--- src/rtl/dram_refresh_pkg.sv ---
package dram_refresh_pkg;
  typedef enum logic [1:0] {
    SRC_CPU_ROW = 2'd0,
    SRC_CPU_COL = 2'd1,
    SRC_REFRESH = 2'd2
  } addr_src_e;
endpackage

--- src/rtl/refresh_trigger.sv ---
module refresh_trigger #(
  parameter int FETCH_DIV = 2,
  parameter int HALT_DIV  = 8
) (
  input  logic clk,
  input  logic rst_n,
  input  logic xtc,
  input  logic ifetch,
  input  logic halted,
  input  logic wr_cycle,
  input  logic busy,
  output logic start
);
  localparam int FW = (FETCH_DIV > 1) ? $clog2(FETCH_DIV) : 1;
  localparam int HW = (HALT_DIV > 1) ? $clog2(HALT_DIV) : 1;

  logic          xtc_q;
  logic [FW-1:0] fetch_cnt;
  logic [HW-1:0] halt_cnt;
  logic          rise;
  logic          fetch_hit;
  logic          halt_hit;

  assign rise      = xtc & ~xtc_q;
  assign fetch_hit = rise & ~halted & ifetch & (fetch_cnt == FW'(FETCH_DIV - 1));
  assign halt_hit  = rise & halted & (halt_cnt == HW'(HALT_DIV - 1));
  assign start     = (fetch_hit | halt_hit) & ~wr_cycle & ~busy;

  always_ff @(posedge clk or negedge rst_n) begin
    if (!rst_n) begin
      xtc_q     <= 1'b0;
      fetch_cnt <= '0;
      halt_cnt  <= '0;
    end else begin
      xtc_q <= xtc;
      if (rise && !halted && ifetch) begin
        if (fetch_cnt == FW'(FETCH_DIV - 1)) fetch_cnt <= '0;
        else                                 fetch_cnt <= fetch_cnt + 1'b1;
      end
      if (rise && halted) begin
        if (halt_cnt == HW'(HALT_DIV - 1)) halt_cnt <= '0;
        else                               halt_cnt <= halt_cnt + 1'b1;
      end
    end
  end
endmodule

--- src/rtl/refresh_timer.sv ---
module refresh_timer #(
  parameter int DELAY_CYC = 27,
  parameter int PULSE_CYC = 4
) (
  input  logic clk,
  input  logic rst_n,
  input  logic start,
  output logic busy,
  output logic strobe,
  output logic done
);
  localparam int TOTAL = DELAY_CYC + PULSE_CYC;
  localparam int CW    = (TOTAL > 1) ? $clog2(TOTAL) : 1;

  logic          busy_q;
  logic [CW-1:0] cnt_q;
  logic          last;

  assign last   = busy_q && (cnt_q == CW'(TOTAL - 1));
  assign busy   = busy_q;
  assign strobe = busy_q && (cnt_q >= CW'(DELAY_CYC));
  assign done   = last;

  always_ff @(posedge clk or negedge rst_n) begin
    if (!rst_n) begin
      busy_q <= 1'b0;
      cnt_q  <= '0;
    end else if (busy_q) begin
      if (last) begin
        busy_q <= 1'b0;
        cnt_q  <= '0;
      end else begin
        cnt_q <= cnt_q + 1'b1;
      end
    end else if (start) begin
      busy_q <= 1'b1;
      cnt_q  <= '0;
    end
  end
endmodule

--- src/rtl/refresh_row_counter.sv ---
module refresh_row_counter #(
  parameter int ROW_W = 6
) (
  input  logic             clk,
  input  logic             rst_n,
  input  logic             inc,
  output logic [ROW_W-1:0] row
);
  always_ff @(posedge clk or negedge rst_n) begin
    if (!rst_n)   row <= '0;
    else if (inc) row <= row + 1'b1;
  end
endmodule

--- src/rtl/refresh_addr_mux.sv ---
module refresh_addr_mux
  import dram_refresh_pkg::*;
#(
  parameter int ROW_W = 6
) (
  input  logic             busy,
  input  logic             strobe,
  input  logic             mem_sel,
  input  logic             col_phase,
  input  logic [ROW_W-1:0] ref_row,
  input  logic [ROW_W-1:0] cpu_row,
  input  logic [ROW_W-1:0] cpu_col,
  output logic [ROW_W-1:0] addr,
  output logic [1:0]       addr_src,
  output logic             row_sel_n
);
  addr_src_e src;

  always_comb begin
    if (busy)                       src = SRC_REFRESH;
    else if (mem_sel && col_phase)  src = SRC_CPU_COL;
    else                            src = SRC_CPU_ROW;
  end

  always_comb begin
    unique case (src)
      SRC_REFRESH: addr = ref_row;
      SRC_CPU_COL: addr = cpu_col;
      default:     addr = cpu_row;
    endcase
  end

  assign addr_src  = src;
  assign row_sel_n = busy ? ~strobe : ~mem_sel;
endmodule

--- src/rtl/dram_refresh_seq.sv ---
module dram_refresh_seq #(
  parameter int ROW_W         = 6,
  parameter int CLK_PERIOD_PS = 10000,
  parameter int DELAY_PS      = 270000,
  parameter int PULSE_CYC     = 4,
  parameter int FETCH_DIV     = 2,
  parameter int HALT_DIV      = 8
) (
  input  logic             clk,
  input  logic             rst_n,
  input  logic             xtc,
  input  logic             ifetch,
  input  logic             halted,
  input  logic             wr_cycle,
  input  logic             mem_sel,
  input  logic             col_phase,
  input  logic [ROW_W-1:0] cpu_row,
  input  logic [ROW_W-1:0] cpu_col,
  output logic [ROW_W-1:0] addr,
  output logic             row_sel_n,
  output logic [1:0]       addr_src,
  output logic             refresh_busy
);
  localparam int DELAY_CYC = (DELAY_PS + CLK_PERIOD_PS - 1) / CLK_PERIOD_PS;

  logic             start;
  logic             busy_int;
  logic             strobe;
  logic             done;
  logic [ROW_W-1:0] ref_row;

  refresh_trigger #(.FETCH_DIV(FETCH_DIV), .HALT_DIV(HALT_DIV)) u_trigger (
    .clk(clk), .rst_n(rst_n), .xtc(xtc), .ifetch(ifetch), .halted(halted),
    .wr_cycle(wr_cycle), .busy(busy_int), .start(start)
  );

  refresh_timer #(.DELAY_CYC(DELAY_CYC), .PULSE_CYC(PULSE_CYC)) u_timer (
    .clk(clk), .rst_n(rst_n), .start(start),
    .busy(busy_int), .strobe(strobe), .done(done)
  );

  refresh_row_counter #(.ROW_W(ROW_W)) u_rows (
    .clk(clk), .rst_n(rst_n), .inc(done), .row(ref_row)
  );

  refresh_addr_mux #(.ROW_W(ROW_W)) u_mux (
    .busy(busy_int), .strobe(strobe), .mem_sel(mem_sel), .col_phase(col_phase),
    .ref_row(ref_row), .cpu_row(cpu_row), .cpu_col(cpu_col),
    .addr(addr), .addr_src(addr_src), .row_sel_n(row_sel_n)
  );

  assign refresh_busy = busy_int;
endmodule

--- config.mk ---
export PLATFORM = sky130hd
export DESIGN_NAME = dram_refresh_seq
export DESIGN_NICKNAME = d
export VERILOG_FILES = /design/src/rtl/dram_refresh_pkg.sv /design/src/rtl/refresh_trigger.sv /design/src/rtl/refresh_timer.sv /design/src/rtl/refresh_row_counter.sv /design/src/rtl/refresh_addr_mux.sv /design/src/rtl/dram_refresh_seq.sv
export SDC_FILE = /design/constraint.sdc
export NUM_CORES = 1
export LEC_CHECK = 0
export BUFFER_PORTS_ARGS = -buffer_cell sky130_fd_sc_hd__buf_2
export CORE_MARGIN = 3
export CORE_UTILIZATION = 57
export CTS_BUF_LIST = sky130_fd_sc_hd__clkbuf_4 sky130_fd_sc_hd__clkbuf_8
export DETAILED_ROUTE_END_ITERATION = 12
export PLACE_DENSITY = 0.95
export SLEW_MARGIN = 20
export SYNTH_ARGS = -nofsm -noshare
export SYNTH_HDL_FRONTEND = slang
export SYNTH_HIERARCHICAL = 1
export SYNTH_SLANG_ARGS = --single-unit
--- constraint.sdc ---
create_clock -name clk -period 2.4 [get_ports clk]
set_input_delay 0.48 -clock clk [delete_from_list [all_inputs] [get_ports clk]]
set_output_delay 0.48 -clock clk [all_outputs]
set_load 0.02 [all_outputs]
==> run_results.csv, run 1 <==
group,metric,value,unit
power_and_ir_drop,clkPwrFrac,14.3,%
clock_network,clock_sinks,17,
clock_network,cts_tree,"done",
placed_design,port-buffer-count,29,
logic_synthesis,ys_warn_count,6,
timing,whs,90.7,ps
power_and_ir_drop,peakVddDrop,0.000576,V
setup_path,path_class,"reg2out",
logic_synthesis,synth_edf_count,0,
timing,worst_slew_pin_slew,429,ps
timing,fin_tns_setup,0,ps
detailed_routing,dr.max_layer_used,"met4",
clock_network,cts_made_buffers,3,
logic_synthesis,yosys-top-cells-area,"dfrtp_1, o311ai_2, ha_1",
detailed_routing,via_per_inst,5.61,
global_routing,grt_max_degree,26,
timing,fmax,467,MHz
worst_hold_path,hold_class,"in2async",
placed_design,gp_congestion,0.748,
setup_path,cpPeakStageDelay,450,ps
clock_network,clockBufferDepth,2,
timing,finClkSkew,0.980,ps
setup_path,endpoint_kind,"primary output",
timing,grt_setup_unrepaired,"no",
detailed_routing,met3_length,138,um
die,rows,15,
setup_path,cpMaxStageDelayCell,"dfrtp_1",
finish,area_delta_synth_final,16.9,%
detailed_routing,drc_errors,0,
clock_network,cts_setup_buffers,0,
finish,most-common-layout-cells,"buf_2, dfrtp_1, nand2_1",
clock_network,postCtsHoldBufs,0,
logic_synthesis,synthesis.area,1080,um^2
timing,timing.final.crit_share,89.3,%
finish,drive_gt1_share,38.6,%
detailed_routing,firstDrtPassIters,4,
power_and_ir_drop,seqPwrFrac,43.7,%
logic_synthesis,synthArstFlopShare,100,%
timing,timing.final.crit_period,2140,ps
logic_synthesis,syn_inst,103,
setup_path,cp.arrival,1660,ps
die,dieArea,2460,um^2
logic_synthesis,synth_mux_area_share,7.85,%
setup_path,path_cells,"ha_1 -> a211oi_1 -> nor2_1 -> mux2i_1 -> buf_2",
global_routing,grt_pass1_wl,3.89,mm
run_status,status,"finished, final reports clean",
global_routing,antenna_found_initial,0,
die,initial_utilization,61.4,%
flow_run,cap_violations,0,
finish,fin_cells,157,
power_and_ir_drop,power_switching,475,uW
logic_synthesis,synth_xor_area_share,4.85,%
logic_synthesis,synth.yosys.seq_area_share,39.3,%
finish,antenna_cells,0,
clock_network,root_buffer,"clkbuf_4",
placed_design,hpwlAfterDp,1.81,mm
clock_network,cts_resized,0,
detailed_routing,vias,880,
finish,final_nets,158,
clock_network,clk_pin_slew,90,ps
global_routing,grt_overflow_total,0,
detailed_routing,postRouteAntennaNets,0,
timing,finalMaxSlewViolations,0,
detailed_routing,drtIter0Drc,13,
logic_synthesis,yosysTopAreaCellShare,39.3,%
placed_design,post-place-cells,153,
detailed_routing,wl_met2,1.17,mm
logic_synthesis,yosys.area_share.adder,5.77,%
die,ios,30,
logic_synthesis,synth_seq_cells,17,
setup_path,crit_family,"flip-flops",
logic_synthesis,yosys.area_share.simple,23.7,%
finish,final_common_cell,"buf_2",
setup_path,cp_max_fo,7,
logic_synthesis,synth-compound-area-share,12.8,%
detailed_routing,wl,2.25,mm
detailed_routing,wl_met1,907,um
logic_synthesis,syn_area_per_cell,10.5,um^2
power_and_ir_drop,swShare,41.4,%
logic_synthesis,synth_top_family_by_area,"simple AND/OR/NAND/NOR gates",
logic_synthesis,ys_types,28,
finish,postLayoutCoreUtil,71.8,%
clock_network,clk-insertion-delay-late,290,ps
die,die_w,49.6,um
setup_path,path_buf_inv,1,
power_and_ir_drop,p_int,673,uW
setup_path,start_kind,"flip-flop",
power_and_ir_drop,power.density,907,nW/um^2
logic_synthesis,ys.flop_type,"dfrtp_1",
global_routing,grt_usage,20.5,%
logic_synthesis,synth_nets,128,
finish,final_area,1270,um^2
setup_path,required,1920,ps
detailed_routing,wl_per_cell,14.3,um
timing,hold_viol,0,
placed_design,dpl_cell_area,1230,um^2
power_and_ir_drop,combPwrFrac,42.0,%
timing,relSlewSlack,71.3,%
clock_network,cts.htree.levels,1,
timing,setup_violations,0,
logic_synthesis,synth.largest_area_cell,"dfrtp_1",
die,die_h,49.6,um
die,coreArea,1760,um^2
power_and_ir_drop,p_leak,0.000614,uW
global_routing,grt_pass1_vias,907,
[flip-flops by register name, indices dropped and copies added, names as in the netlist]
name                 cells
u_trigger/halt_cnt       3
u_rows/row               6
u_trigger/fetch_cnt      1
u_trigger/xtc_q          1
u_timer/busy             1
u_timer/cnt_q            5
[final timing paths]
check	start	end	slack (ps)	cells after the start
setup / recovery	u_timer/cnt_q[0]$_DFFE_PN0P_	row_sel_n	260	5
hold / removal	rst_n	u_rows/row[3]$_DFFE_PN0P_	90	1
setup reg to reg	u_timer/busy$_DFF_PN0_	u_timer/cnt_q[4]$_DFFE_PN0P_	640	5
hold reg to reg	u_trigger/fetch_cnt$_DFFE_PN0P_	u_trigger/fetch_cnt$_DFFE_PN0P_	480	1
max in group asynchronous	rst_n	u_timer/busy$_DFF_PN0_	2020	1
min in group clk	xtc	u_trigger/xtc_q$_DFF_PN0_	330	1
[cell usage after synthesis (3+ instances only)]
library cell  number
nand3_1            3
a31oi_1            3
nand4_1            3
buf_4              3
xor2_1             3
inv_1              8
mux2_2             4
xnor2_1            3
ha_1               5
nand2_1           14
nor2_1             4
dfrtp_1           17
o311ai_2           6
mux2i_1            4
nand4b_1           6
[metal layers]
metal / up-vias / global-route usage [%]
li1: 431 / -
met5: - / 0
met2: 33 / 36.8
met4: 0 / 9.68
met3: 4 / 3.93
met1: 412 / 22.9
[area by class of cell]
type / instances / area, um^2
clock buffer: 4 / 30.0
fill: 130 / 498
inverter: 8 / 30.0
multi-input combinational: 73 / 596
sequential: 17 / 427
tap: 25 / 31.3
timing repair buffer: 30 / 153
[power by group through the flow]
stage          clock network (uW)  registers [uW]  logic (uW)
2_1_floorplan                   0             441         426
3_3_place_gp                    0             491         459
3_5_place_dp                    0             506         488
4_1_cts                       167             500         488
5_1_grt                       185             519         536
6_report                      164             502         483
[per-stage QoR]
step           total power (uW)  setup WS (ps)
3_5_place_dp                995            429
2_1_floorplan               866            620
3_3_place_gp                950            573
6_report                   1150            257
4_1_cts                    1160            154
5_1_grt                    1240            113
[cell families (layout without fill, tap and decap cells)]
logic type	Yosys count	after routing
AND/OR/NAND/NOR	41	41
flip-flops	17	17
multiplexers	8	8
buffers and inverters	13	42
adder cells (fa/ha/maj)	5	5
AO/OA/AOI/OAI	13	13
XOR/XNOR	6	6
No activity file was read; power rests on OpenSTA's default activity.
==> run 2, diff against run 1 <==
--- a/config.mk
+++ b/config.mk
@@ -11,6 +11,7 @@
 export CTS_BUF_LIST = sky130_fd_sc_hd__clkbuf_4 sky130_fd_sc_hd__clkbuf_8
 export DETAILED_ROUTE_END_ITERATION = 12
 export PLACE_DENSITY = 0.95
+export RECOVER_POWER = 100
 export SLEW_MARGIN = 20
 export SYNTH_ARGS = -nofsm -noshare
 export SYNTH_HDL_FRONTEND = slang
==> run_results.csv, run 2 (same netlist as run 1, synthesis figures left out) <==
group,metric,value,unit
clock_network,cts_tree,"done",
timing,worst_slew_pin_slew,893,ps
detailed_routing,wl_per_cell,14.6,um
power_and_ir_drop,clkPwrFrac,14.4,%
finish,antenna_cells,0,
global_routing,grt_overflow_total,0,
power_and_ir_drop,power.density,909,nW/um^2
setup_path,cp_max_fo,7,
setup_path,r2r-start,"u_timer/busy$_DFF_PN0_",
finish,drive_gt1_share,28.8,%
timing,relSlewSlack,40.5,%
clock_network,cts_made_buffers,3,
die,die_w,49.6,um
setup_path,crit_path_end,"row_sel_n",
placed_design,gp_congestion,0.748,
clock_network,clock_sinks,17,
clock_network,root_buffer,"clkbuf_4",
global_routing,grt_pass1_vias,907,
detailed_routing,drc_errors,0,
setup_path,required,1920,ps
setup_path,crit_family,"flip-flops",
power_and_ir_drop,p_int,653,uW
timing,hold_viol,0,
die,initial_utilization,61.4,%
setup_path,path_buf_inv,1,
clock_network,clockBufferDepth,2,
clock_network,clk_pin_slew,90,ps
placed_design,hpwlAfterDp,1.81,mm
clock_network,cts_setup_buffers,0,
finish,largest-register,"u_rows/row",
setup_path,endpoint_kind,"primary output",
setup_path,cpMaxStageDelayCell,"dfrtp_1",
setup_path,reg2reg_to,"u_rows/row[5]$_DFFE_PN0P_",
clock_network,cts.htree.levels,1,
global_routing,grt_usage,20.5,%
power_and_ir_drop,peakVddDrop,0.000572,V
detailed_routing,vias,877,
detailed_routing,firstDrtPassIters,5,
timing,timing.final.crit_share,89.9,%
finish,largest_register_ffs,6,
timing,grt_setup_unrepaired,"no",
timing,layout_setup_ws,242,ps
clock_network,clk-insertion-delay-late,290,ps
detailed_routing,via_per_inst,5.59,
timing,finalMaxSlewViolations,0,
setup_path,rr_worst_depth,5,
flow_run,cap_violations,0,
finish,most-common-layout-cells,"buf_2, dfrtp_1, nand2_1",
die,ios,30,
die,coreArea,1760,um^2
global_routing,antenna_found_initial,0,
power_and_ir_drop,power_switching,473,uW
setup_path,crit_path_start,"u_timer/cnt_q[0]$_DFFE_PN0P_",
timing,timing.final.crit_period,2160,ps
die,rows,15,
setup_path,path_class,"reg2out",
detailed_routing,wl,2.30,mm
timing,fmax,463,MHz
power_and_ir_drop,swShare,42.0,%
setup_path,rrSetupSlack,630,ps
detailed_routing,drtIter0Drc,7,
power_and_ir_drop,combPwrFrac,41.0,%
clock_network,postCtsHoldBufs,0,
timing,fin_tns_setup,0,ps
finish,final_common_cell,"buf_2",
die,die_h,49.6,um
finish,final_nets,158,
timing,setup_violations,0,
setup_path,cp_num_cells,5,
setup_path,cpPeakStageDelay,450,ps
setup_path,cp.arrival,1680,ps
die,dieArea,2460,um^2
global_routing,grt_max_degree,26,
detailed_routing,postRouteAntennaNets,0,
finish,area_delta_synth_final,14.3,%
setup_path,path_cells,"ha_1 -> a211oi_1 -> nor2_1 -> mux2i_1 -> clkbuf_2",
power_and_ir_drop,p_leak,0.000566,uW
placed_design,place_ws,429,ps
placed_design,port-buffer-count,29,
timing,finClkSkew,3.19,ps
run_status,status,"finished, final reports clean",
global_routing,grt_pass1_wl,3.89,mm
power_and_ir_drop,seqPwrFrac,44.6,%
worst_hold_path,hold_class,"in2async",
finish,top_regs,"u_rows/row (6), u_timer/cnt_q (5), u_trigger/halt_cnt (3)",
setup_path,start_kind,"flip-flop",
## run 2: cell count changes in the layout (fill, tap and decap cells not counted), sizes merged
| cell | change |
|---|---|
| buf | -12 |
| clkbuf | +12 |
## run 2: worst min path at each step
| stage | start | endpoint | cells after the start |
|---|---|---|---|
| 2_1_floorplan | rst_n | u_rows/row[0]$_DFFE_PN0P_ | 0 |
| 3_3_place_gp | rst_n | u_rows/row[4]$_DFFE_PN0P_ | 1 |
| 3_5_place_dp | rst_n | u_rows/row[2]$_DFFE_PN0P_ | 1 |
| 4_1_cts | rst_n | u_rows/row[5]$_DFFE_PN0P_ | 1 |
| 5_1_grt | xtc | u_trigger/xtc_q$_DFF_PN0_ | 1 |
| 6_report | rst_n | u_rows/row[5]$_DFFE_PN0P_ | 1 |
## run 2: through the flow
stage	instance area [um^2]	power (uW)	std cells	util [%]	hold WS (ps)
final	1240	1130	157	70.2	282
after detailed placement	1230	995	153	70.0	418
after global routing	1240	1220	157	70.2	323
after floorplan	1080	866	103	-	184
after global placement	1230	950	153	70.0	409
after CTS	1260	1160	157	71.7	96.3
## run 2: power by group through the flow
stage / clock network, uW / registers (uW) / logic (uW)
2_1_floorplan: 0 / 441 / 426
3_3_place_gp: 0 / 491 / 459
3_5_place_dp: 0 / 506 / 488
4_1_cts: 167 / 500 / 488
5_1_grt: 185 / 519 / 514
6_report: 162 / 502 / 462
## run 2: routing by layer
metal | global-route usage [%] | up-vias | part of all wire [%] | routed length, um
li1 | - | 431 | - | -
met2 | 36.8 | 33 | 51 | 1180
met1 | 22.9 | 409 | 40 | 930
met3 | 3.93 | 4 | 6.4 | 146
met4 | 9.68 | 0 | 1.7 | 40
met5 | 0 | - | 0 | 0
## run 2: layout make-up
cell class	count	area, um^2
clock buffers	4	30.0
fillers	138	526
inverters	8	30.0
multi-input cells	73	582
flip-flops and latches	17	427
well taps	25	31.3
repair buffers	30	139
## run 2: timing repair
action | in CTS | in global routing
resized for setup | 0 | 1
setup endpoints to repair | 0 | 1
endpoints found under the hold margin | 0 | 0
==> run 3, diff against run 2 <==
--- a/config.mk
+++ b/config.mk
@@ -10,7 +10,7 @@
 export CORE_UTILIZATION = 57
 export CTS_BUF_LIST = sky130_fd_sc_hd__clkbuf_4 sky130_fd_sc_hd__clkbuf_8
 export DETAILED_ROUTE_END_ITERATION = 12
-export PLACE_DENSITY = 0.95
+export PLACE_DENSITY = 0.84
 export RECOVER_POWER = 100
 export SLEW_MARGIN = 20
 export SYNTH_ARGS = -nofsm -noshare
==> run_results.csv, run 3 (same netlist as run 1, synthesis figures left out) <==
group,metric,value,unit
power_and_ir_drop,peakVddDrop,0.000873,V
power_and_ir_drop,p_leak,0.000568,uW
detailed_routing,wl,2.19,mm
setup_path,r2r-start,"u_timer/busy$_DFF_PN0_",
setup_path,rrSetupSlack,440,ps
die,die_h,49.6,um
die,coreArea,1760,um^2
placed_design,dpl_cell_area,1230,um^2
finish,antenna_cells,0,
setup_path,rr_worst_depth,5,
placed_design,gp_congestion,0.729,
detailed_routing,vias,877,
setup_path,start_kind,"flip-flop",
detailed_routing,drc_errors,0,
finish,drive_gt1_share,28.8,%
placed_design,port-buffer-count,29,
global_routing,grt_max_degree,24,
global_routing,antenna_found_initial,0,
clock_network,cts_resized,0,
setup_path,path_class,"reg2out",
detailed_routing,firstDrtPassIters,4,
finish,final_nets,158,
timing,finalMaxSlewViolations,0,
timing,relSlewSlack,40.6,%
detailed_routing,wl_met1,931,um
detailed_routing,wl_met2,1.10,mm
die,die_w,49.6,um
die,ios,30,
die,dieArea,2460,um^2
finish,final_common_cell,"buf_2",
global_routing,grt_pass1_vias,851,
setup_path,crit_path_start,"u_timer/busy$_DFF_PN0_",
power_and_ir_drop,power.total,1100,uW
detailed_routing,drtIter0Drc,8,
detailed_routing,met3_length,138,um
timing,timing.final.crit_period,2230,ps
detailed_routing,via_per_inst,5.59,
setup_path,required,1920,ps
global_routing,grt_overflow_total,0,
die,initial_utilization,61.4,%
timing,timing.final.crit_share,92.9,%
timing,fmax,448,MHz
clock_network,clockBufferDepth,2,
finish,largest_register_ffs,6,
finish,top_regs,"u_rows/row (6), u_timer/cnt_q (5), u_trigger/halt_cnt (3)",
flow_run,cap_violations,0,
clock_network,cts_tree,"done",
finish,final_area,1230,um^2
setup_path,crit_path_end,"row_sel_n",
setup_path,cp_max_fo,23,
worst_hold_path,hold_class,"in2async",
finish,largest-register,"u_rows/row",
timing,grt_setup_unrepaired,"no",
power_and_ir_drop,power.density,890,nW/um^2
timing,finClkSkew,13.3,ps
setup_path,cp.arrival,1750,ps
timing,hold_viol,0,
detailed_routing,dr.max_layer_used,"met4",
clock_network,clock_sinks,17,
timing,fin_tns_setup,0,ps
detailed_routing,wl_per_cell,13.9,um
clock_network,root_buffer,"clkbuf_4",
placed_design,hpwlAfterDp,1.71,mm
timing,setup_violations,0,
global_routing,grt_pass1_wl,3.70,mm
setup_path,endpoint_kind,"primary output",
detailed_routing,postRouteAntennaNets,0,
run_status,status,"finished, final reports clean",
die,rows,15,
finish,most-common-layout-cells,"buf_2, dfrtp_1, nand2_1",
global_routing,grt_usage,18.6,%
clock_network,cts_made_buffers,3,
clock_network,clk_pin_slew,110,ps
clock_network,cts.htree.levels,1,
timing,worst_slew_pin_slew,892,ps
setup_path,reg2reg_to,"u_rows/row[5]$_DFFE_PN0P_",
clock_network,cts_setup_buffers,0,
clock_network,postCtsHoldBufs,0,
clock_network,clk-insertion-delay-late,280,ps
finish,area_delta_synth_final,13.9,%
## run 3: metrics by stage
| stage | setup slack (ps) | cells | util, % | hold WS [ps] |
|---|---|---|---|---|
| floorplan | 620 | 103 | - | 184 |
| global placement | 567 | 153 | 70.0 | 416 |
| detailed placement | 442 | 153 | 70.0 | 421 |
| CTS | 158 | 157 | 71.6 | 105 |
| global route | 15.0 | 157 | 69.9 | 346 |
| finish | 169 | 157 | 69.9 | 282 |
## run 3: final cells by class
type / count / area [um^2]
multi-input cells: 73 / 582
fillers: 163 / 531
flip-flops and latches: 17 / 425
repair buffers: 30 / 138
well taps: 25 / 31.3
inverters: 8 / 30.0
clock buffers: 3 / 22.5
clock inverters: 1 / 5.00
## run 3: worst min-delay path by stage
stage | cells after the start | to | startpoint | slack [ps]
final | 1 | u_rows/row[3]$_DFFE_PN0P_ | rst_n | 280
after CTS | 1 | u_timer/busy$_DFF_PN0_ | rst_n | 100
after global routing | 1 | u_timer/cnt_q[4]$_DFFE_PN0P_ | rst_n | 350
after detailed placement | 1 | u_rows/row[2]$_DFFE_PN0P_ | rst_n | 420
after global placement | 1 | u_rows/row[4]$_DFFE_PN0P_ | rst_n | 420
after floorplan | 0 | u_rows/row[0]$_DFFE_PN0P_ | rst_n | 180
## run 3: where the power goes
part / switching [uW] / total (uW) / internal, uW
Clock: 88.1 / 150 / 61.7
Sequential: 129 / 492 / 363
Combinational: 248 / 456 / 208
Total: 465 / 1100 / 633
## run 3: worst max-delay path, stage by stage, from the launching register on
cell,delay (ps)
dfrtp_1,800
nand3_1,200
nor2_1,190
mux2i_1,90
buf_2,190
## run 3: layer usage
metal / vias up / GRT usage, %
met5: - / 0
met4: 0 / 3.69
met3: 2 / 2.72
met2: 29 / 33.9
met1: 418 / 23.1
li1: 428 / -
